### config.mk
export PLATFORM = sky130hd
export DESIGN_NAME = wvc_arbiter
export DESIGN_NICKNAME = d
export VERILOG_FILES = /design/src/rtl/wvc_arb_pkg.sv /design/src/rtl/wvc_skip_ctr.sv /design/src/rtl/wvc_rotator.sv /design/src/rtl/wvc_arbiter.sv
export SDC_FILE = /design/constraint.sdc
export NUM_CORES = 1
export LEC_CHECK = 0
export ABC_CLOCK_PERIOD_IN_PS = 2500
export BUFFER_PORTS_ARGS = -buffer_cell sky130_fd_sc_hd__clkbuf_2
export CAP_MARGIN = 20
export CORE_AREA = 2 2 50 52
export DETAILED_ROUTE_END_ITERATION = 6
export DIE_AREA = 0 0 52 54
export GPL_TIMING_DRIVEN = 0
export PLACE_DENSITY = 0.6
export SYNTH_ARGS = -nofsm -noshare
export SYNTH_HDL_FRONTEND = slang
export SYNTH_SLANG_ARGS = --single-unit
export TNS_END_PERCENT = 50
### constraint.sdc
create_clock -name clk -period 2.5 [get_ports clk]
set_clock_uncertainty 0.15 [all_clocks]
set_input_delay 0 -clock clk [delete_from_list [all_inputs] [get_ports clk]]
set_output_delay 0 -clock clk [all_outputs]
set_load 0.01 [all_outputs]
### src/rtl/wvc_arb_pkg.sv
package wvc_arb_pkg;

  localparam int NUM_VC = 3;

  typedef enum logic [1:0] {
    VC_POSTED    = 2'd0,
    VC_NONPOSTED = 2'd1,
    VC_RESPONSE  = 2'd2
  } vc_e;

  // Number of pass-overs the posted channel needs before it may win
  function automatic int skip_limit(int pw);
    return (1 << pw) - 1;
  endfunction

  // Index following idx in circular order
  function automatic int next_vc(int idx);
    return (idx == NUM_VC - 1) ? 0 : idx + 1;
  endfunction

endpackage

### src/rtl/wvc_skip_ctr.sv
module wvc_skip_ctr
  import wvc_arb_pkg::*;
#(
  parameter int PW_W = 2
) (
  input  logic              clk,
  input  logic              rst_n,
  input  logic [PW_W-1:0]   pw,
  input  logic              post_req,
  input  logic              rival_req,
  input  logic              post_win,
  input  logic              post_passed,
  output logic              post_elig,
  output logic [(2**PW_W)-2:0] skip_cnt
);
  localparam int CNT_W = (2**PW_W) - 1;
  localparam logic [CNT_W-1:0] CNT_MAX = '1;

  logic [CNT_W-1:0] cnt_q;
  logic [CNT_W-1:0] limit;
  logic             limit_met;

  always_comb begin
    limit     = CNT_W'(skip_limit(int'(pw)));
    limit_met = (cnt_q >= limit);
    post_elig = post_req && (!rival_req || limit_met);
  end

  always_ff @(posedge clk) begin
    if (!rst_n)
      cnt_q <= '0;
    else if (post_win)
      cnt_q <= '0;
    else if (post_passed && (cnt_q != CNT_MAX))
      cnt_q <= cnt_q + CNT_W'(1);
  end

  assign skip_cnt = cnt_q;

  // a posted win leaves the count at zero
  a_r6_clear_on_win: assert property (@(posedge clk) disable iff (!rst_n)
    post_win |=> (skip_cnt == '0));

  // a pass-over below saturation raises the count by exactly one
  a_r6_count_step: assert property (@(posedge clk) disable iff (!rst_n)
    (post_passed && !post_win && skip_cnt != CNT_MAX) |=>
      (skip_cnt == $past(skip_cnt) + CNT_W'(1)));

endmodule

### src/rtl/wvc_rotator.sv
module wvc_rotator
  import wvc_arb_pkg::*;
(
  input  logic              clk,
  input  logic              rst_n,
  input  logic [NUM_VC-1:0] elig,
  input  logic              take,
  output logic [NUM_VC-1:0] pick
);
  logic [1:0] ptr_q;
  logic [1:0] ptr_nxt;

  always_comb begin
    pick = '0;
    for (int k = 0; k < NUM_VC; k++) begin
      int idx;
      idx = int'(ptr_q) + k;
      if (idx >= NUM_VC) idx = idx - NUM_VC;
      if ((pick == '0) && elig[idx]) pick[idx] = 1'b1;
    end
  end

  always_comb begin
    ptr_nxt = ptr_q;
    for (int i = 0; i < NUM_VC; i++)
      if (pick[i]) ptr_nxt = 2'(next_vc(i));
  end

  always_ff @(posedge clk) begin
    if (!rst_n)
      ptr_q <= 2'(VC_POSTED);
    else if (take && (pick != '0))
      ptr_q <= ptr_nxt;
  end

  // the rotator never picks a channel that is not eligible
  a_r2_pick_eligible: assert property (@(posedge clk) disable iff (!rst_n)
    (pick & ~elig) == '0);

  // the pointer always lands on a valid channel index
  a_r5_ptr_range: assert property (@(posedge clk) disable iff (!rst_n)
    ptr_q < 2'(NUM_VC));

endmodule

### src/rtl/wvc_arbiter.sv
module wvc_arbiter
  import wvc_arb_pkg::*;
#(
  parameter int PW_W = 2
) (
  input  logic              clk,
  input  logic              rst_n,
  input  logic [2:0]        vc_req,
  input  logic              pkt_done,
  input  logic [PW_W-1:0]   post_wt,
  output logic [2:0]        vc_gnt
);
  localparam int CNT_W = (2**PW_W) - 1;

  logic [NUM_VC-1:0] gnt_q;
  logic [NUM_VC-1:0] elig;
  logic [NUM_VC-1:0] pick;
  logic              decide;
  logic              release_ev;
  logic              post_elig;
  logic              post_win;
  logic              post_passed;
  logic              rival_req;
  logic [CNT_W-1:0]  skip_cnt;

  // Named events for the assertions
  assign decide      = (gnt_q == '0) && (vc_req != '0);
  assign release_ev  = (gnt_q != '0) && pkt_done;
  assign rival_req   = vc_req[VC_NONPOSTED] || vc_req[VC_RESPONSE];
  assign post_win    = decide && pick[VC_POSTED];
  assign post_passed = decide && vc_req[VC_POSTED] && !pick[VC_POSTED];

  assign elig = {vc_req[VC_RESPONSE], vc_req[VC_NONPOSTED], post_elig};

  wvc_skip_ctr #(.PW_W(PW_W)) u_skip (
    .clk         (clk),
    .rst_n       (rst_n),
    .pw          (post_wt),
    .post_req    (vc_req[VC_POSTED]),
    .rival_req   (rival_req),
    .post_win    (post_win),
    .post_passed (post_passed),
    .post_elig   (post_elig),
    .skip_cnt    (skip_cnt)
  );

  wvc_rotator u_rot (
    .clk   (clk),
    .rst_n (rst_n),
    .elig  (elig),
    .take  (decide),
    .pick  (pick)
  );

  always_ff @(posedge clk) begin
    if (!rst_n)
      gnt_q <= '0;
    else if (release_ev)
      gnt_q <= '0;
    else if (decide)
      gnt_q <= pick;
  end

  assign vc_gnt = gnt_q;

  a_r1_onehot: assert property (@(posedge clk) disable iff (!rst_n)
    $onehot0(vc_gnt));

  a_r2_to_requester: assert property (@(posedge clk) disable iff (!rst_n)
    decide |=> ((vc_gnt & $past(vc_req)) != '0));

  a_r3_hold: assert property (@(posedge clk) disable iff (!rst_n)
    ((vc_gnt != '0) && !pkt_done) |=> $stable(vc_gnt));

  a_r4_release: assert property (@(posedge clk) disable iff (!rst_n)
    ((vc_gnt != '0) && pkt_done) |=> (vc_gnt == '0));

  a_r8_no_req_idle: assert property (@(posedge clk) disable iff (!rst_n)
    ((vc_gnt == '0) && (vc_req == '0)) |=> (vc_gnt == '0));

  a_r6_posted_gate: assert property (@(posedge clk) disable iff (!rst_n)
    (post_win && rival_req) |->
      (int'(skip_cnt) >= skip_limit(int'(post_wt))));

endmodule

# Word-level counts from Yosys, hierarchy flattened

Index checks and enable logic that the tools add are counted.

Register bits: 8
Input port bits: 8
Output and inout port bits: 3
Logic and storage cells: 75

Add/sub/neg operators: 7
Order comparisons: 10
Equality and inequality tests: 1
Shift-type cells: 1
Multiplexer cells: 24
Bitwise logic cells: 3
Reductions and logical operators: 26

Operator list:

| cell                  | count |
|---|---|
| $ge 32x1->1 const B   | 3 |
| $lt 32x4->1 const B   | 3 |
| $mux 32               | 3 |
| $ge 32x3->1 const B   | 2 |
| $sub 32x3->32 const B | 2 |
| $logic_and 1x1->1     | 13 |
| $logic_not 3->1       | 3 |
| $mux 1                | 9 |
| $mux 3                | 3 |
| $reduce_bool 3->1     | 3 |
| $bmux 1 s2            | 3 |
| $demux 1 s2           | 3 |
| $mux 2                | 3 |
| $or 3x3->3            | 2 |
| $reduce_or 2->1       | 2 |
| $add 2x1->3 const B   | 1 |
| $add 2x2->3 const B   | 1 |
| $add 3x1->3 const B   | 1 |
| $ge 3x3->1            | 1 |
| $ne 3x3->1 const B    | 1 |
| $shl 1x2->3 const A   | 1 |
| $sub 2x2->3 const B   | 1 |
| $sub 3x2->3 const B   | 1 |
| $ge 2x2->1 const B    | 1 |
| other kinds (4)       | 6 |

# Depth between registers and ports, before layout

Gate-level depths: netlist (run 1).

Depth in word-level cells: 18
Gate-level depth with buffers: 9

# Modules after synthesis

A second synthesis (run 1) with hierarchy kept.

Cells, all modules: 109
Area, all modules: 887.1 um^2

Modules (own cells, without submodules):

| module       | instances | cells an instance | area each (um^2) |
|---|---|---|---|
| wvc_rotator  | 1         | 65                | 495.5 |
| wvc_skip_ctr | 1         | 25                | 230.2 |
| wvc_arbiter  | 1         | 19                | 161.4 |

# Worst setup path after synthesis (run 1)

Ideal clock, no wire load.

Kind: register to register
Start point: register u_rot.ptr_q[1]
End point: register u_skip.cnt_q[1], in the netlist u_skip.skip_cnt[1]
Library setup time: 0.117 ns
Arrival time: 2.090 ns
Data required time: 2.233 ns
Setup slack: 0.143 ns
Stages on the path, launching flop included: 9
Clock period less this slack: 2.357 ns
Path through: dfxtp_1 inv_1 ha_1 clkbuf_2 or4_4 o221a_4 a221oi_2 a21oi_1 a32o_1

Cells in the longest elaborated chain, start to end: 16
Elaborated cells on any way between the ends: 49
Classes of those cells: add/sub: 5; order compare: 9; mux: 21; bitwise: 2; reduce/logical: 12

Ends and longest elaborated chain:

| element                                                                | line               | RTL |
|---|---|---|
| start: declaration                                                     | wvc_rotator.sv:10  | `logic [1:0] ptr_q;` |
| start signal: assignment                                               | wvc_rotator.sv:31  | `ptr_q <= 2'(VC_POSTED);` |
| start signal: assignment                                               | wvc_rotator.sv:33  | `ptr_q <= ptr_nxt;` |
| parallel branches: the longest is 12 deep, another holds $sub 32x3->32 | -                  |  |
| $mux 3 *                                                               | wvc_rotator.sv:19  | `if ((pick == '0) && elig[idx]) pick[idx] = 1'b1;` |
| $logic_not 1->1                                                        | wvc_arbiter.sv:31  | `assign post_passed = decide && vc_req[VC_POSTED] && !pick[VC_POSTED];` |
| $logic_and 1x1->1                                                      | wvc_arbiter.sv:31  |  |
| $logic_and 1x1->1                                                      | wvc_skip_ctr.sv:34 | `else if (post_passed && (cnt_q != CNT_MAX))` |
| end signal: assignment                                                 | wvc_skip_ctr.sv:35 | `cnt_q <= cnt_q + CNT_W'(1);` |
| end: declaration                                                       | wvc_skip_ctr.sv:19 | `logic [CNT_W-1:0] cnt_q;` |

Mark *: on every way between the ends. The select of a mux whose other input is x is not followed.
A chain may end at the register's enable or synchronous reset.

# Worst setup path in the final report (run 1)

Start point: register u_rot.ptr_q[1]
End point: register u_skip.cnt_q[2], in the netlist u_skip.skip_cnt[2]

Same word-level chain as after synthesis.

==> impl_metrics.yaml, run 1 <==
clock_network:
  cts_tree: "built"
  h-tree-depth: 1
  cts_root_buffer: "clkbuf_4"
  clock-sinks: 8
  path_clk_slew_ns: 0.05
  cts_max_path_buffers: 2
  clk_latency_ns: 0.24
  cts_inserted_buffers: 3
power_and_ir_drop:
  p_per_area_nw_per_um2: 855
  power.internal_mw: 0.484
  netSwitchingPower_mw: 0.433
  p_sw_share_pct: 47.2
  power_leakage_nw: 0.441
  total_power_mw: 0.916
  pwr-share-seq_pct: 21.8
  combPwrFrac_pct: 67.9
  peakVddDrop_v: 0.000500
  clkPwrFrac_pct: 10.3
yosys:
  synth_warnings: 0
  ys_types: 43
  netlist_instances: 111
  ys_seq_elements: 8
  synth_nets: 128
  syn_area_um2: 878
  synth_area_per_cell_um2: 7.91
  async_reset_ff_share_pct: 0
  synth_edf_count: 0
  synth_flop_cell: "dfxtp_1"
  ys_seq_area_share_pct: 18.2
worst_setup_path:
  crit_type: "flop to flop"
  required_ns: 2.54
  crit_fanout: 10
  end_kind: "flop"
  cp-start-kind: "flop"
  cp.arrival_ns: 2.48
final_layout:
  nFillCells: 240
  syn_to_final_growth_pct: 22.1
  design_area_um2: 1070
  diodes: 0
  drive_above_1_share_pct: 29.3
  final_nets: 142
timing:
  hold_viol: 0
  layout_worst_path_cycle_share_pct: 97.7
  relSlewSlack_pct: 64.1
  worstMarginPinSlew_ns: 0.533
  setup_ws_ns: 0.0576
  slew_viol_final: 0
  totalNegativeSetupSlack_ns: 0
  achievable-frequency_mhz: 409
  period_needed_ns: 2.44
  setup-violations-final: 0
die:
  io_pins: 11
  initial_utilization_pct: 37.9
  rows: 18
  core_area_um2: 2320
  die_w_um: 52
  dieHeight_um: 54
  dieArea_um2: 2810
placed_design:
  port_buffers: 9
  placed_cell_area_um2: 961
  dp_slack_ns: -0.0492
  globalplace.congestion: 0.822
  post-dp-hpwl_um: 1650
routing:
  ant_nets: 0
  via_per_inst: 5.74
  wire_per_inst_um: 13.5
  dr.pass1.iters: 4
  routed_wirelength_um: 2070
  route.vias.total: 878
  drc: 0
  initialDrtViolationCount: 14
global_route:
  grt_usage_pct: 16.0
  grt_antenna_before_repair: 0
  grt_pass1_wl_um: 3410
  grt_max_degree: 11
  first_global_vias: 786
  grt-ovfl-total: 0
flow_run:
  max-cap-violations: 0
run_status:
  outcome: "complete, no violations"
min_path:
  worstHoldPathType: "input port to flop"
## what timing repair did
action                                  4_1_cts  5_1_grt
endpoints found under the hold margin         3        0
resized for setup                             7       15
buffers inserted                              0        0
pin swaps                                     2        8
endpoints found under the setup margin        6        7
hold buffers                                  1        0
## worst paths after layout
check | from | endpoint | slack, ns | cells past startpoint
max | u_rot.ptr_q[1] | u_skip.skip_cnt[2] | 0.06 | 8
min | pkt_done | vc_gnt[2] | 0.03 | 4
max reg2reg | u_rot.ptr_q[1] | u_skip.skip_cnt[2] | 0.06 | 8
min reg2reg | vc_gnt[0] | vc_gnt[0] | 0.32 | 2
## area by class of cell
| cell class | instances | area, µm² | share of cell area [%] |
|---|---|---|---|
| timing repair buffer | 10 | 55.1 | 5.13 |
| tap | 30 | 37.5 | 3.50 |
| inverter | 12 | 45.0 | 4.20 |
| sequential | 8 | 165 | 15.4 |
| buffer | 2 | 15.0 | 1.40 |
| multi-input combinational | 88 | 732 | 68.3 |
| clock buffer | 3 | 22.5 | 2.10 |
## flip-flops by register name, indices dropped and copies added (netlist names)
name / count
u_skip.skip_cnt: 3
vc_gnt: 3
u_rot.ptr_q: 2
## worst max-delay path, cell delays in order, from the launching register on
cell and delay, ns:
dfxtp_4 0.37, inv_1 0.06, ha_1 0.21, buf_6 0.15, or4_4 0.51, o221a_4 0.27
a22o_4 0.24, nor3_4 0.23, a32o_1 0.19
## cell usage in the layout (no fill, tap or decap), drive strengths merged, types with 2 or more instances in the layout
master	count
a211oi	2
a21o	3
a21oi	10
a221oi	3
a22oi	2
a32o	3
buf	2
clkbuf	12
dfxtp	8
ha	9
inv	12
nand2	8
nand3	2
nand3b	3
nand4	2
nor2	5
nor2b	2
nor3	3
o211ai	2
o21a	2
o21ai	9
or2	2
or2b	2
## cells by family after synthesis
group / after synthesis / share of synthesized area (%)
compound gates: 44 / 37.6
fa+ha+maj: 9 / 12.8
buf+inv: 15 / 6.69
flops: 8 / 18.2
simple gates: 35 / 24.6
## synth_stat cells (2+ instances only)
cell      instances  area share, %
a21oi_1          10            5.7
ha_1              9             13
nor3_1            2            1.1
or2b_1            2            1.7
dfxtp_1           8             18
nor2b_1           2            1.4
nand4_1           2            1.4
nor2_1            5            2.1
o21a_1            2            1.7
a32o_1            3            3.4
o21ai_0           7            4.0
a211oi_1          2            1.7
o211ai_1          2            1.7
o21ai_1           2            1.1
nand3_1           2            1.1
a22oi_1           2            1.7
inv_1            11            4.7
a21o_1            3            2.6
nand3b_1          3            2.6
nand2_1           8            3.4
a221oi_1          2            2.0
## per-layer routing
metal  global-route usage, %  up-vias  routed length [µm]  share of wire, %
met5                       0        -                   0                 0
li1                        -      447                   -                 -
met4                    6.58        0                  12              0.58
met3                   0.833        2                  54               2.6
met1                    20.4      416                 949                46
met2                    28.1       13                1050                51
## power groups by stage
stage	clock (mW)	combinational, mW	sequential (mW)
after global routing	0.104	0.698	0.205
after detailed placement	0	0.521	0.198
after CTS	0.0986	0.570	0.197
final	0.0940	0.622	0.200
after global placement	0	0.513	0.195
after floorplan	0	0.400	0.200
## metrics by stage
step	cells	hold WS [ns]	utilization, %
floorplan	111	0.139	-
global placement	150	0.225	41.4
detailed placement	150	0.235	41.4
CTS	154	0.0444	44.3
global route	153	0.109	46.2
finish	153	0.0299	46.2
Note: power is estimated with default switching activity, not from simulation.
==> run 2: changes to the inputs <==
- CELL_PAD_IN_SITES_DETAIL_PLACEMENT: not set -> 1
- CELL_PAD_IN_SITES_GLOBAL_PLACEMENT: not set -> 1
- CORE_AREA: 2 2 50 52 -> 2 2 52 54
- DIE_AREA: 0 0 52 54 -> 0 0 54 56
- PLACE_DENSITY: 0.6 -> 0.72
==> run 2 against run 1 <==
Via count up 3.0%; largest power group unchanged; critical path depth grew 1; first-iteration DRC count is 14% lower; critical endpoint is now u_skip.skip_cnt[0]; design area increased by 3.6%; critical path type unchanged; power grew 5.1%; register-to-register slack barely moved; global-route usage rose by 1.5 points; setup slack gained 0.015 ns; utilization is 0.55 points lower; sequential share of layout area is 0.31 points lower.
==> impl_metrics.yaml, run 2 (same netlist as run 1, synthesis figures left out) <==
run_status:
  outcome: "complete, no violations"
global_route:
  grt_max_degree: 11
  grt_usage_pct: 17.5
  grt-ovfl-total: 0
  grt_antenna_before_repair: 0
  grt_pass1_wl_um: 3950
  first_global_vias: 892
clock_network:
  h-tree-depth: 1
  path_clk_slew_ns: 0.06
  clk_latency_ns: 0.26
  cts_root_buffer: "clkbuf_4"
  clock-sinks: 8
  cts_inserted_buffers: 3
  cts_max_path_buffers: 2
  cts_tree: "built"
routing:
  dr.pass1.iters: 3
  routed_wirelength_um: 2560
  via_per_inst: 5.72
  ant_nets: 0
  initialDrtViolationCount: 12
  drc: 0
  wire_per_inst_um: 16.2
  route.vias.total: 904
worst_setup_path:
  rr_startpoint: "u_rot.ptr_q[1]"
  critPathMostFrequentCell: "buf_4"
  r2r_cells: 9
  cp_slowest_cell: "or4_4"
  cp.arrival_ns: 2.45
  crit_path_start: "u_rot.ptr_q[1]"
  crit_type: "flop to flop"
  crit_fanout: 6
  end_kind: "flop"
  required_ns: 2.53
  crit_family: "simple AND/OR/NAND/NOR gates"
  r2r_slack_ns: 0.07
  worst-path-buf-inv: 2
  cp-start-kind: "flop"
  crit_chain: "buf_4 > ha_4 > nor2b_4 > or4_4 > o221a_4 > a221oi_4 > buf_4 > nand4_1 > o31ai_2"
  r2r_end: "u_skip.skip_cnt[0]"
  cp.depth: 9
  worst_setup_path_endpoint: "u_skip.skip_cnt[0]"
  slowest_delay_ns: 0.48
die:
  rows: 18
  core_area_um2: 2430
  dieArea_um2: 3020
  dieHeight_um: 56
  io_pins: 11
  die_w_um: 54
  initial_utilization_pct: 36.1
timing:
  worstMarginPinSlew_ns: 0.478
  achievable-frequency_mhz: 412
  slew_viol_final: 0
  setup-violations-final: 0
  layout_worst_path_cycle_share_pct: 97.1
  relSlewSlack_pct: 67.8
  totalNegativeSetupSlack_ns: 0
  period_needed_ns: 2.43
  hold_viol: 0
  whs_ns: 0.0247
power_and_ir_drop:
  power_leakage_nw: 0.463
  peakVddDrop_v: 0.000467
  p_per_area_nw_per_um2: 867
  total_power_mw: 0.964
final_layout:
  final_common_cell: "inv_1"
  final_core_util_pct: 45.7
  nFillCells: 308
  final_nets: 147
  diodes: 0
  drive_above_1_share_pct: 31.3
  syn_to_final_growth_pct: 26.5
  mostFrequentLayoutCells: "inv_1 (11), clkbuf_2 (9), nand2_1 (8), a21oi_1 (8), o21ai_0 (7)"
min_path:
  worstHoldPathType: "input port to flop"
placed_design:
  post-dp-hpwl_um: 1900
  globalplace.congestion: 0.804
  port_buffers: 9
flow_run:
  max-cap-violations: 0
==> run 2: changes by cell type in the layout (fill, tap and decap cells not counted), sizes merged <==
cell,before,now
buf,2,7
==> run 2: repair_timing <==
| action | in CTS | in global routing |
|---|---|---|
| pin swaps | 2 | 9 |
| hold buffers | 1 | 0 |
| buffers inserted | 1 | 4 |
| setup endpoints to repair | 6 | 6 |
| hold endpoints to repair | 2 | 0 |
| resized for setup | 6 | 15 |
==> run 2: per-stage QoR <==
stage	cells	cell area, µm²	worst slack, ns
after floorplan	111	878	0.143
after global placement	150	961	-0.0709
after detailed placement	150	961	-0.138
after CTS	155	1020	0.00136
after global routing	158	1110	-0.0366
final	158	1110	0.0721
==> run 2: cell type report <==
type                            instances  area [µm²]  area share, %
Sequential cell                         8         168           15.1
Clock buffer                            3        22.5           2.03
Buffer                                  2        15.0           1.35
Multi-Input combinational cell         88         731           65.8
Timing Repair Buffer                   15        92.6           8.33
Tap cell                               30        37.5           3.38
Inverter                               12        45.0           4.05
==> run 2: tightest hold or removal path, cell delays in order <==
cell	delay [ns]
clkbuf_2	0.08
inv_1	0.03
o21ai_0	0.13
a21oi_1	0.14
==> run 2: how the worst min path moves through the flow <==
stage | from | to | depth (start not counted)
after global routing | pkt_done | vc_gnt[1] | 4
after CTS | pkt_done | vc_gnt[2] | 4
after global placement | rst_n | u_rot.ptr_q[1] | 3
final | pkt_done | vc_gnt[1] | 4
after floorplan | pkt_done | vc_gnt[0] | 3
after detailed placement | rst_n | u_rot.ptr_q[1] | 3
==> run 2: per-layer routing <==
layer	part of all wire [%]	global-route usage, %	vias to the layer above
met4	1.3	7.50	0
met3	2.0	2.42	4
met2	49	27.4	13
met5	0	0	-
li1	-	-	454
met1	48	23.3	433
==> run 2: report_power, final <==
group | switching, mW | internal [mW]
clock | 0.0452 | 0.0550
sequential | 0.0301 | 0.167
combinational | 0.384 | 0.282
